===== src/rtl/boot_hdr_stream.sv =====
module boot_hdr_stream #(
  parameter int ENTRIES     = 5,
  parameter int ENTRY_BYTES = 32
) (
  input  logic                  clk,
  input  logic                  rst_n,
  input  logic                  start,
  input  logic [ENTRIES*24-1:0] offs,
  input  logic [ENTRIES-1:0]    offs_vld,
  output logic [7:0]            out_data,
  output logic                  out_valid,
  input  logic                  out_ready,
  output logic                  done
);
  localparam int TOTAL = ENTRIES * ENTRY_BYTES;
  localparam int PW    = $clog2(ENTRY_BYTES);
  localparam int EW    = (ENTRIES > 1) ? $clog2(ENTRIES) : 1;

  logic                    busy;
  logic [PW-1:0]           pos;
  logic [EW-1:0]           ent;
  logic [ENTRIES-1:0][23:0] addr_q;
  logic [23:0]             cur_addr;
  logic                    fire, last, kick;

  assign out_valid = busy;
  assign fire      = busy & out_ready;
  assign kick      = start & ~busy;
  assign last      = (ent == EW'(ENTRIES - 1)) && (pos == PW'(ENTRY_BYTES - 1));
  assign cur_addr  = addr_q[ent];

  for (genvar e = 0; e < ENTRIES; e++) begin : g_addr
    always_ff @(posedge clk) begin
      if (!rst_n)
        addr_q[e] <= '0;
      else if (kick)
        addr_q[e] <= (e == 0 || offs_vld[e]) ? offs[e*24 +: 24] : offs[23:0];
    end
  end

  always_ff @(posedge clk) begin
    if (!rst_n) begin
      busy <= 1'b0;
      done <= 1'b0;
      pos  <= '0;
      ent  <= '0;
    end else if (kick) begin
      busy <= 1'b1;
      done <= 1'b0;
      pos  <= '0;
      ent  <= '0;
    end else if (fire) begin
      if (last) begin
        busy <= 1'b0;
        done <= 1'b1;
      end else if (pos == PW'(ENTRY_BYTES - 1)) begin
        pos <= '0;
        ent <= ent + 1'b1;
      end else begin
        pos <= pos + 1'b1;
      end
    end
  end

  always_comb begin
    case (pos)
      PW'(0):  out_data = 8'h7E;
      PW'(1):  out_data = 8'hAA;
      PW'(2):  out_data = 8'h99;
      PW'(3):  out_data = 8'h7E;
      PW'(4):  out_data = 8'h92;
      PW'(5):  out_data = 8'h00;
      PW'(6):  out_data = 8'h00;
      PW'(7):  out_data = 8'h44;
      PW'(8):  out_data = 8'h03;
      PW'(9):  out_data = cur_addr[23:16];
      PW'(10): out_data = cur_addr[15:8];
      PW'(11): out_data = cur_addr[7:0];
      PW'(12): out_data = 8'h82;
      PW'(13): out_data = 8'h00;
      PW'(14): out_data = 8'h00;
      PW'(15): out_data = 8'h01;
      PW'(16): out_data = 8'h08;
      default: out_data = 8'h00;
    endcase
  end
endmodule


===== config.mk =====
export PLATFORM = sky130hd
export DESIGN_NAME = boot_hdr_stream
export DESIGN_NICKNAME = d
export VERILOG_FILES = /design/src/rtl/boot_hdr_stream.sv
export SDC_FILE = /design/constraint.sdc
export NUM_CORES = 1
export LEC_CHECK = 0
export BUFFER_PORTS_ARGS = -buffer_cell sky130_fd_sc_hd__buf_2
export CORE_UTILIZATION = 49
export DETAILED_ROUTE_END_ITERATION = 10
export PLACE_DENSITY = 0.76
export REMOVE_ABC_BUFFERS = 1
export SLEW_MARGIN = 30
export SYNTH_ARGS = -nofsm -noshare
export SYNTH_HDL_FRONTEND = slang
export SYNTH_SLANG_ARGS = --single-unit

===== constraint.sdc =====
create_clock -name clk -period 2.1 [get_ports clk]
set_input_delay 0.315 -clock clk [delete_from_list [all_inputs] [get_ports clk]]
set_output_delay 0.315 -clock clk [all_outputs]
set_load 0.02 [all_outputs]

Yosys cells after proc, flatten, opt, wreduce, memory -nomap -nowiden

Index checks and enable logic that the tools add are counted.

Bits in registers: 130
Bits of input ports: 129
Logic and storage cells: 52

Add/subtract/negate cells: 2
Magnitude comparators: 1
Equal/unequal tests: 14
Mux-type cells: 11
Bitwise operators: 5
Reduce and logical (&&, ||, !) cells: 10

Operator list:

| cell                                                        | number |
|---|---|
| 2-to-1 mux 24 bit                                           | 5 |
| case mux 8 bit (12 select lines)                            | 1 |
| binary-select mux 24 bit (select 3 bit)                     | 1 |
| == test 5 x 4 -> 1 bit (second input constant)              | 6 |
| == test 5 x 2 -> 1 bit (second input constant)              | 2 |
| == test 5 x 3 -> 1 bit (second input constant)              | 2 |
| == test 5 bit (second input constant)                       | 2 |
| AND reduction 2 bit                                         | 3 |
| adder 5 x 1 -> 5 bit (second input constant)                | 1 |
| == test 5 x 1 -> 1 bit (second input constant)              | 1 |
| logical NOT 5 bit                                           | 1 |
| 2-to-1 mux 5 bit                                            | 1 |
| less-than comparator 3 x 4 -> 1 bit (second input constant) | 1 |
| nonzero test 2 bit                                          | 2 |
| OR reduction 2 bit                                          | 2 |
| adder 3 x 1 -> 3 bit (second input constant)                | 1 |
| == test 3 bit (second input constant)                       | 1 |
| 2-to-1 mux 1 bit                                            | 3 |
| NOT 1 bit                                                   | 3 |
| AND reduction 3 bit                                         | 1 |
| bitwise AND 1 bit                                           | 2 |
| logical AND 1 bit                                           | 1 |

Longest topological paths before layout

Gate-level depths: netlist of the first run.

Depth in word-level cells: 5
Gate-level depth with buffers: 10
Depth with buffers taken out: 8

Least setup slack after synthesis of the first run

No wires, ideal clock.

Path kind: register -> register
Start: reg pos[0]
End: reg ent[2]
Data arrival time: 1.928 ns
Required time: 1.977 ns
Slack: 0.049 ns
Cell stages (with the launch flop): 11
Clock period less this slack: 2.051 ns
Cells stage by stage: dfxtp_1 > ha_1 > clkbuf_1 > and3_1 > ha_1 > clkbuf_1 > nand3_1 > nor2b_1 > nand3_1 > xnor2_1 > nor2_1

Cells in the longest elaborated chain, start to end: 4

RTL lines:

| what                                   | RTL line | text |
|---|---|---|
| start: declaration                     | 20       | `logic [PW-1:0] pos;` |
| start signal: assignment               | 60       | `pos <= pos + 1'b1;` |
| == test 5 bit *                        | 29, 56   |  |
| logical AND 1 bit                      | 29       | `assign last = (ent == EW'(ENTRIES - 1)) && (pos == PW'(ENTRY_BYTES - 1));` |
| NOT 1 bit (no source line)             | --       |  |
| AND reduction 3 bit (no source line) * | --       |  |
| end signal: assignment                 | 58       | `ent <= ent + 1'b1;` |
| end: declaration                       | 21       | `logic [EW-1:0] ent;` |

Mark *: on every way between the ends. The rest lies on a longest branch, timed or not.
A chain may end at the register's enable or synchronous reset.

Final worst setup path of the first run

Start: reg ent[1]
End: out out_data[1]

Cells in the longest elaborated chain, start to end: 3

RTL lines:

| what                                    | RTL line | text |
|---|---|---|
| binary-select mux 24 bit (select 3 bit) | 30       | `assign cur_addr = addr_q[ent];` |
| 2-to-1 mux 24 bit (implied by the code) | 30       |  |
| case mux 8 bit (12 select lines)        | 66       | `case (pos)` |
| end: declaration                        | 10       | `output logic [7:0] out_data,` |

No other way between the ends. The select of a mux whose other input is x is not followed.

==> results of run 1 <==
==> layout by cell type, fill, tap and decap left out, types with 5 or more instances in the layout <==
| cell type | n |
|---|---|
| nand2_1 | 103 |
| nand3_1 | 7 |
| a21oi_1 | 9 |
| mux2i_1 | 102 |
| a22oi_2 | 16 |
| inv_1 | 8 |
| o21ai_0 | 99 |
| buf_2 | 130 |
| dfxtp_1 | 125 |
| clkbuf_16 | 18 |
| clkbuf_1 | 5 |
| mux4_2 | 21 |
| nor3_1 | 5 |
| clkbuf_8 | 6 |
| ha_1 | 5 |
| buf_12 | 10 |
| a22oi_1 | 5 |
| buf_6 | 10 |
| a22o_1 | 24 |
| buf_4 | 27 |
| nor2_1 | 24 |
==> per-layer routing <==
layer  routed length [um]  vias up
met5                    0        -
met4                  388        0
met3                  897       35
met2                 8760      184
met1                 7440     2718
li1                     -     2690
==> worst max-delay path: cells and delay by family, from the launching register on <==
kind	cells	cell delay [ns]
DFF	1	0.38
and+or+nand+nor	1	0.34
muxes	1	0.51
buffers and inverters	2	0.32
AOI/OAI and AO/OA	2	0.26
==> power by group <==
group	switching [W]	internal, W	total [W]
logic	0.000379	0.000344	0.000724
registers	0.0000859	0.00262	0.00271
clock network	0.00103	0.00181	0.00284
total	0.00150	0.00478	0.00628
==> cell type report <==
type                       instances  share of cell area, %
multi-input combinational        469                   43.5
sequential                       130                   32.0
timing repair buffer             178                   14.6
clock buffer                      28                   6.45
tap                              168                   2.57
clock inverter                     4                  0.551
inverter                           8                  0.368
==> cell families after synthesis <==
logic type               share of synthesized area [%]
flip-flops                                        41.7
AND/OR/NAND/NOR                                   10.4
AO/OA/AOI/OAI                                     17.5
buffers and inverters                             4.31
adder cells (fa/ha/maj)                           1.60
XOR/XNOR                                         0.280
multiplexers                                      24.3
==> timing repair <==
item | CTS | global route
gates cloned | 1 | 1
pin swaps | 8 | 9
endpoints found under the setup margin | 8 | 10
setup buffers | 9 | 1
endpoints found under the hold margin | 0 | 0
hold buffers | 0 | 0
resized for setup | 33 | 23
==> state kept, by name, indices dropped and copies added (netlist names) <==
signal     flops
done           1
out_valid      1
pos            5
ent            3
addr_q       120
==> through the flow <==
stage	setup WS, ns	area, sq um	total power [W]	utilization (%)	hold slack (ns)
floorplan	-0.996	6010	0.00308	-	0.420
global route	-0.512	8170	0.00650	66.9	0.174
detailed placement	-0.0806	7260	0.00344	59.4	0.443
CTS	-0.483	8060	0.00626	66.0	0.156
global placement	-0.0941	7260	0.00340	59.4	0.429
finish	-0.455	8170	0.00628	66.9	0.170
==> how the worst min path moves through the flow <==
stage                          start    endpoint  depth (start not counted)  slack, ns
after detailed placement  addr_q[81]  addr_q[81]                          2       0.44
after CTS                   offs[17]  addr_q[17]                          2       0.16
final                       offs[12]  addr_q[12]                          2       0.17
after global placement    addr_q[53]  addr_q[53]                          2       0.43
after floorplan           addr_q[25]  addr_q[25]                          2       0.42
after global routing           start   out_valid                          3       0.17
==> metrics.yaml, run 1 <==
synthesis:
  synth_commonest_cells: "dfxtp_1 (130), mux2i_1 (103), nand2_1 (103)"
  synthMostInstantiatedCell: "dfxtp_1"
  synth_top_area_share_pct: 41.7
  post_synth_inst_count: 662
  synth-main-ff-cell: "dfxtp_1"
  fraction_of_registers_with_async_set_or_reset_after_synthesis_pct: 0
  synth.top_cells.by_area: "dfxtp_1 (42%), mux2i_1 (17%), o21ai_0 (7.9%)"
  synth-edff-count: 0
  syn-mean-instance-area_sq_um: 9.44
  ys_seq_elements: 130
  synth.cell_area_sq_mm: 0.00625
  synth-seq-area-share_pct: 41.7
  netlist.top_cell.by_area: "dfxtp_1"
  yosys.cell_types.count: 41
  yosysWarningCount: 0
clock_network:
  clk_pin_slew_ns: 0.05
  clock_latency_at_the_later_pin_of_the_worst_skew_pair_ns: 0.42
  root_buffer: "clkbuf_16"
  number_of_clock_buffers_inserted_by_tritoncts: 17
  clock-sinks: 130
  tritoncts: "yes"
  cts_max_path_buffers: 2
  clock_tree.htree_level_count: 4
critical_path:
  critPathMaxStageDelay_ns: 0.51
  critical_path.slowest_cell: "mux4_2"
  start_kind: "register"
  r2r_end: "ent[2]"
  crit_type: "reg -> out"
  register_to_register_path_setup_slack_ns: 0.19
  worst-r2r-cell-count: 8
  r2r_start: "pos[1]"
  endpoint: "out_data[1]"
  worstPathRequired_ns: 1.78
  critical_path_peak_fanout: 7
  critical_path.cell_chain: "buf_12, mux4_2, a22oi_2, o22ai_2, or3_1, buf_2"
  cp.arrival_ns: 2.24
  cp_launch_point: "ent[1]"
  worstSetupEndpointType: "output pin"
finish:
  final_net_count: 941
  multi_input_comb_area_sq_mm: 0.00355
  area_growth_syn_to_layout_pct: 30.8
  nFillCells: 977
  sequential_cell_area_sq_mm: 0.00261
  insertedDiodeCount: 0
  fin_cells: 985
  share_of_layout_cells_above_drive_strength_1_pct: 32.8
global_routing:
  grt_use_met2_pct: 46.0
  grt_start_max_net_pins: 121
  grt_pass1_wl_um: 27900
  antenna_found_initial: 0
  grt-busiest-layer: "met2"
  grt_overflow: 0
  grtUsageMet1_pct: 35.4
  global_route_usage_over_all_layers_pct: 27.7
  met3_usage_pct: 6.27
  first_global_vias: 5601
sta:
  worst_clock_skew_ns: 0.00628
  setup-tns-final_ns: -3.06
  setup_repair_after_global_routing_missed_its_margin: "true"
  period_needed_ns: 2.56
  min_period_over_period_pct: 122
  slew-limit-headroom_pct: 44.0
  timing.fmax_mhz: 391
  setup-violations-final: 8
  postLayoutSetupSlackWorst_ns: -0.455
  finalMaxSlewViolations: 0
  finalHoldViolCount: 0
  worst-slew-pin-transition_ns: 0.840
pwr:
  irDropWorstVdd_mv: 0.582
  power_density_mw_per_mm2: 768
  p_leak_nw: 3.43
run_status:
  outcome: "complete, but fails checks"
  violated_checks: "negative setup slack"
floorplan:
  std_cell_rows: 40
  die_h_um: 115
  initial_core_util_pct: 51.2
  core-area_sq_mm: 0.0122
  floorplan.die_area_sq_mm: 0.0132
  die_w_um: 115
  io_pins: 139
place:
  port_buffers: 137
  gp_congestion: 0.942
  place_inst: 942
  hpwl_um: 11600
route:
  drtIter0Drc: 305
  antenna_left: 0
  routed_via_density: 5.71
  drt-total-wl_um: 17500
  via_count: 5627
  drc_errors: 0
  routed_wl_per_cell_um: 17.8
  drt_pre_antenna_iters: 5
worst_hold_path:
  hold_class: "in -> reg"
job:
  max_cap_viol_count: 0
Note: power is estimated with default switching activity, not from simulation.
==> inputs of run 2 (changes only) <==
Settings changed: CORE_UTILIZATION 49 to 54, PLACE_DENSITY 0.76 to 0.8.
Clock period 2.1 ns to 2.75 ns, I/O delays scaled along.
==> metrics.yaml, run 2 (synthesis gave the netlist of run 1 again) <==
clock_network:
  tritoncts: "yes"
  number_of_clock_buffers_inserted_by_tritoncts: 17  # unchanged
  clock-sinks: 130  # unchanged
  clk_pin_slew_ns: 0.06  # about the same
  cts_max_path_buffers: 2  # unchanged
  post_cts_hold_buffer_count: 0  # unchanged
  clock_latency_at_the_later_pin_of_the_worst_skew_pair_ns: 0.42  # about the same
  clock_tree.htree_level_count: 4  # unchanged
  root_buffer: "clkbuf_16"
place:
  gp_congestion: 0.830  # -12%
  place_inst: 898  # -4.7%
  hpwl_um: 10900  # -6.4%
  port_buffers: 137  # unchanged
critical_path:
  crit_type: "reg -> out"
  worstPathRequired_ns: 2.34  # +0.56 ns
  critical_path_peak_fanout: 6  # -1
  critical_path.cell_chain: "buf_12, mux4_2, a22oi_2, nor2_1, or3_4, buf_6"
  critical_path.slowest_cell: "mux4_2"
  worstSetupEndpointType: "output pin"
  crit_path_max_delay_family: "multiplexers"
  cp.arrival_ns: 2.35  # +0.11 ns
  register_to_register_path_setup_slack_ns: 0.29  # +0.10 ns
  critPathMaxStageDelay_ns: 0.53  # +0.02 ns
  r2r_end: "ent[2]"
  r2r_start: "pos[0]"
  start_kind: "register"
  timing.critical_path.buf_inv: 2  # unchanged
  worst-r2r-cell-count: 8  # unchanged
finish:
  insertedDiodeCount: 0  # unchanged
  fin_cells: 945  # -4.1%
  largestRegisters: "addr_q x120, pos x5, ent x3"
  largest_reg_flops: 120  # unchanged
  sequential_cell_area_sq_mm: 0.00261  # about the same
  final_cell_mix: "buf_2 (136), dfxtp_1 (127), mux2i_1 (103), nand2_1 (103), o21ai_0 (99)"
  multi_input_comb_area_sq_mm: 0.00343  # -3.4%
  area_growth_syn_to_layout_pct: 25.5
  nFillCells: 824  # -16%
  layout.cells.most_common: "buf_2"
  max_flop_register: "addr_q"
  final_net_count: 929  # -1.3%
  share_of_layout_cells_above_drive_strength_1_pct: 29.4  # -3.4 points
global_routing:
  first_global_vias: 5497  # -1.9%
  global_route_usage_over_all_layers_pct: 29.6  # +1.9 points
  grt_start_max_net_pins: 61  # -50%
  grt_pass1_wl_um: 26800  # -4.0%
  antenna_found_initial: 0  # unchanged
  grt_overflow: 0  # unchanged
worst_hold_path:
  hp-start: "offs[1]"
  hold_end: "addr_q[1]"
  hold-path-cell-count: 2  # unchanged
  hold_class: "in -> reg"
sta:
  worst_clock_skew_ns: 0.00645  # +0.000180 ns
  min_period_over_period_pct: 100
  period_needed_ns: 2.76
  postLayoutSetupSlackWorst_ns: -0.00823  # +0.447 ns
  timing.fmax_mhz: 363
  worst_hold_check_slack_ns: 0.262  # +0.0916 ns
  finalHoldViolCount: 0  # unchanged
  setup_repair_after_global_routing_missed_its_margin: "true"
  slew-limit-headroom_pct: 40.8  # -3.3 points
  finalMaxSlewViolations: 0  # unchanged
  worst-slew-pin-transition_ns: 0.889  # +0.0488 ns
  setup-violations-final: 1  # -7
  setup-tns-final_ns: -0.00823  # +3.05 ns
route:
  drc_errors: 0  # unchanged
  antenna_left: 0  # unchanged
  drt-total-wl_um: 17300  # -1.3%
  via_count: 5624  # -0.053%
  drtIter0Drc: 370  # +21%
  routed_via_density: 5.95  # +4.2%
  routed_wl_per_cell_um: 18.3  # +2.9%
  drt_pre_antenna_iters: 7  # +2
floorplan:
  die_w_um: 110  # -4.7%
  std_cell_rows: 38  # -5.0%
  die_h_um: 110  # -4.7%
  floorplan.die_area_sq_mm: 0.0120  # -9.1%
  initial_core_util_pct: 56.4  # +5.2 points
  core-area_sq_mm: 0.0111  # -9.3%
  io_pins: 139  # unchanged
run_status:
  outcome: "complete, but fails checks"
  violated_checks: "negative setup slack"
pwr:
  irDropWorstVdd_mv: 0.363  # -38%
  power_density_mw_per_mm2: 637  # -17%
  p_leak_nw: 3.33  # -2.7%
job:
  max_cap_viol_count: 0  # unchanged
## run 2: what timing repair did
action                     in CTS  in global routing
cloned                          0                  1
setup endpoints to repair       7                  8
buffers inserted                6                  8
pin swaps                       1                  3
gates resized for setup         6                  9
## run 2: routing by layer
layer	routed length, um	track usage, %
met1	7080	36.2
met2	8510	50.2
met3	1170	5.45
met4	505	14.4
met5	0	0
## run 2: where the power goes
| group | leakage [nW] | internal, W | switching, W |
|---|---|---|---|
| combinational | 1.96 | 0.000242 | 0.000276 |
| clock | 0.305 | 0.00156 | 0.000847 |
| sequential | 1.07 | 0.00200 | 0.0000659 |
| total | 3.33 | 0.00381 | 0.00119 |
## run 2: worst register-to-register path, stage by stage (launching register included)
cell	delay, ns
dfxtp_1	0.36
ha_1	0.37
and3_1	0.27
ha_1	0.31
nand3_1	0.21
nor2b_1	0.37
nand3_1	0.18
xnor2_1	0.21
nor2_1	0.06
## run 2: worst max path at each step
stage	from	to	cells past startpoint
3_5_place_dp	ent[0]	out_data[7]	6
3_3_place_gp	ent[0]	out_data[7]	6
4_1_cts	ent[1]	out_data[1]	6
5_1_grt	ent[1]	out_data[1]	6
2_1_floorplan	out_valid	addr_q[0]	3
6_report	ent[1]	out_data[1]	6
## run 2: cell type report
cell class / instances / area share (%)
Clock inverter: 13 / 2.35
Clock buffer: 19 / 5.78
Timing Repair Buffer: 166 / 12.2
Tap cell: 140 / 2.23
Sequential cell: 130 / 33.3
Multi-Input combinational cell: 469 / 43.8
Inverter: 8 / 0.383
## run 2: per-stage QoR
stage | power (W) | utilization, % | worst slack (ns) | area [sq um]
floorplan | 0.00235 | - | -0.346 | 6010
global placement | 0.00258 | 63.3 | 0.292 | 7010
detailed placement | 0.00261 | 63.3 | 0.264 | 7010
CTS | 0.00499 | 69.7 | -0.00449 | 7720
global route | 0.00514 | 70.8 | -0.0252 | 7840
finish | 0.00499 | 70.8 | -0.00823 | 7840
==> inputs of run 3 (changes only) <==
Settings changed: CORE_UTILIZATION 54 to 56, CTS_BUF_LIST set to sky130_fd_sc_hd__clkbuf_4 sky130_fd_sc_hd__clkbuf_8, PLACE_DENSITY 0.8 to 0.82.
==> metrics.yaml, run 3 (synthesis gave the netlist of run 1 again) <==
critical_path:
  worstSetupEndpointType: "output pin"
  start_kind: "register"
  register_to_register_path_setup_slack_ns: 0.45  # +0.16 ns
  cp.arrival_ns: 2.28  # -0.07 ns
  crit_type: "reg -> out"
  worstPathRequired_ns: 2.34  # about the same
  r2r_end: "ent[1]"
  endpoint: "out_data[1]"
  r2r_start: "pos[1]"
  critical_path_peak_fanout: 10  # +4
  cp_launch_point: "ent[1]"
  worst-r2r-cell-count: 8  # unchanged
finish:
  largestRegisters: "addr_q x120, pos x5, ent x3"
  final_net_count: 924  # -0.54%
  final_cell_mix: "buf_2 (136), dfxtp_1 (127), mux2i_1 (103), nand2_1 (103), o21ai_0 (99)"
  nFillCells: 816  # -0.97%
  post-route-util_pct: 70.2  # -0.64 points
  sequential_cell_area_sq_mm: 0.00261  # unchanged
  share_of_layout_cells_above_drive_strength_1_pct: 29.0  # -0.44 points
  area_growth_syn_to_layout_pct: 21.7
  insertedDiodeCount: 0  # unchanged
  max_flop_register: "addr_q"
  multi_input_comb_area_sq_mm: 0.00343  # unchanged
  fin_cells: 940  # -0.53%
  layout.cells.most_common: "buf_2"
  stdcell_area_sq_mm: 0.00760  # -3.0%
  largest_reg_flops: 120  # unchanged
job:
  max_cap_viol_count: 0  # unchanged
global_routing:
  first_global_vias: 5386  # -2.0%
  grt_start_max_net_pins: 97  # +59%
  antenna_found_initial: 0  # unchanged
  grt_pass1_wl_um: 26200  # -2.0%
  global_route_usage_over_all_layers_pct: 29.7  # +0.081 points
  grt_overflow: 0  # unchanged
route:
  via_count: 5591  # -0.59%
  routed-wl-met3_um: 1140  # -2.2%
  routed_wl_per_cell_um: 17.7  # -3.1%
  drtIter0Drc: 307  # -17%
  drt_pre_antenna_iters: 5  # -2
  top_routing_layer_in_use: "met4"
  drt-total-wl_um: 16600  # -3.6%
  antenna_left: 0  # unchanged
  wl_met1_um: 6850  # -3.3%
  drc_errors: 0  # unchanged
  detailroute.wirelength.met2_um: 8340  # -2.0%
  routed_via_density: 5.95  # about the same
floorplan:
  die_h_um: 108  # -1.8%
  std_cell_rows: 38  # unchanged
  die_w_um: 108  # -1.8%
  core-area_sq_mm: 0.0108  # -2.1%
  initial_core_util_pct: 57.6  # +1.2 points
  floorplan.die_area_sq_mm: 0.0116  # -3.5%
  io_pins: 139  # unchanged
place:
  hpwl_um: 10900  # -0.47%
  port_buffers: 137  # unchanged
  gp_congestion: 0.873  # +5.1%
  detailedPlace.worstSlack_ns: 0.372  # +0.107 ns
  place_inst: 896  # -0.22%
  placed_area_sq_mm: 0.00702  # +0.12%
clock_network:
  post_cts_hold_buffer_count: 0  # unchanged
  clock_tree.htree_level_count: 4  # unchanged
  root_buffer: "clkbuf_8"
  clock-sinks: 130  # unchanged
  number_of_clock_buffers_inserted_by_tritoncts: 17  # unchanged
  clk_pin_slew_ns: 0.08  # +0.02 ns
  cts_max_path_buffers: 2  # unchanged
  tritoncts: "yes"
  clock_latency_at_the_later_pin_of_the_worst_skew_pair_ns: 0.43  # about the same
pwr:
  irDropWorstVdd_mv: 0.466  # +28%
  seq_power_share_pct: 48.1  # +6.7 points
  cellInternalPower_w: 0.00315  # -17%
  power_frac_clock_pct: 39.8  # -8.4 points
  p_comb_share_pct: 12.1  # +1.7 points
  power_density_mw_per_mm2: 563  # -12%
  p_leak_nw: 3.21  # -3.6%
  switching_power_w: 0.00113  # -5.1%
  sw_frac_of_total_pct: 26.4  # +2.5 points
sta:
  setup-violations-final: 0  # -1
  period_needed_ns: 2.70  # -0.0608 ns
  timing.fmax_mhz: 371  # +2.3%
  slew-limit-headroom_pct: 40.6  # -0.19 points
  min_period_over_period_pct: 98.1  # -2.2 points
  finalHoldViolCount: 0  # unchanged
  setup_repair_after_global_routing_missed_its_margin: "true"
  worst_clock_skew_ns: 0.00540  # -0.00105 ns
  worst-slew-pin-transition_ns: 0.891  # +0.00280 ns
  worst_hold_check_slack_ns: 0.247  # -0.0144 ns
  postLayoutSetupSlackWorst_ns: 0.0526  # +0.0608 ns
  finalMaxSlewViolations: 0  # unchanged
worst_hold_path:
  hold-path-cell-count: 3  # +1
  hold_class: "in -> reg"
run_status:
  outcome: "completed"
## run 3: metrics by stage
step	power (W)	setup TNS (ns)
5_1_grt	0.00443	-0.0690
3_3_place_gp	0.00258	0
4_1_cts	0.00428	0
6_report	0.00428	0
3_5_place_dp	0.00261	0
2_1_floorplan	0.00235	-30.28
## run 3: how the worst min path moves through the flow
stage / startpoint / to / slack, ns
after floorplan: addr_q[25] / addr_q[25] / 0.42
after global placement: addr_q[55] / addr_q[55] / 0.43
after detailed placement: addr_q[68] / addr_q[68] / 0.44
after CTS: offs[16] / addr_q[16] / 0.23
after global routing: offs[23] / addr_q[23] / 0.23
final: offs[80] / addr_q[80] / 0.25
## run 3: layer usage
| metal | vias to the layer above | global-route usage [%] |
|---|---|---|
| met5 | - | 0 |
| met3 | 25 | 5.57 |
| met2 | 236 | 48.6 |
| met1 | 2677 | 37.9 |
| li1 | 2653 | - |
| met4 | 0 | 13.4 |
## run 3: final cells by class
cell class	count	share of cell area [%]
clock inverter	14	2.16
tap	140	2.30
multi-input combinational	469	45.1
inverter	8	0.395
timing repair buffer	161	12.4
clock buffer	18	3.26
sequential	130	34.3
## run 3: power groups by stage
stage | Clock [W] | Combinational [W] | Sequential (W)
after floorplan | 0 | 0.000269 | 0.00209
after global placement | 0 | 0.000485 | 0.00210
after detailed placement | 0 | 0.000507 | 0.00210
after CTS | 0.00171 | 0.000513 | 0.00206
after global routing | 0.00179 | 0.000562 | 0.00208
final | 0.00170 | 0.000517 | 0.00206
## run 3: worst max-delay path: stages (launching register included)
cell     delay, ns
dfxtp_4       0.38
buf_12        0.15
mux4_2        0.52
a22oi_2       0.19
nor2_1        0.06
or3_1         0.39
buf_2         0.17
## run 3: what timing repair did
item,4_1_cts,5_1_grt
resized for setup,13,7
buffers inserted,0,12
endpoints found under the setup margin,6,7
pin swaps,0,2
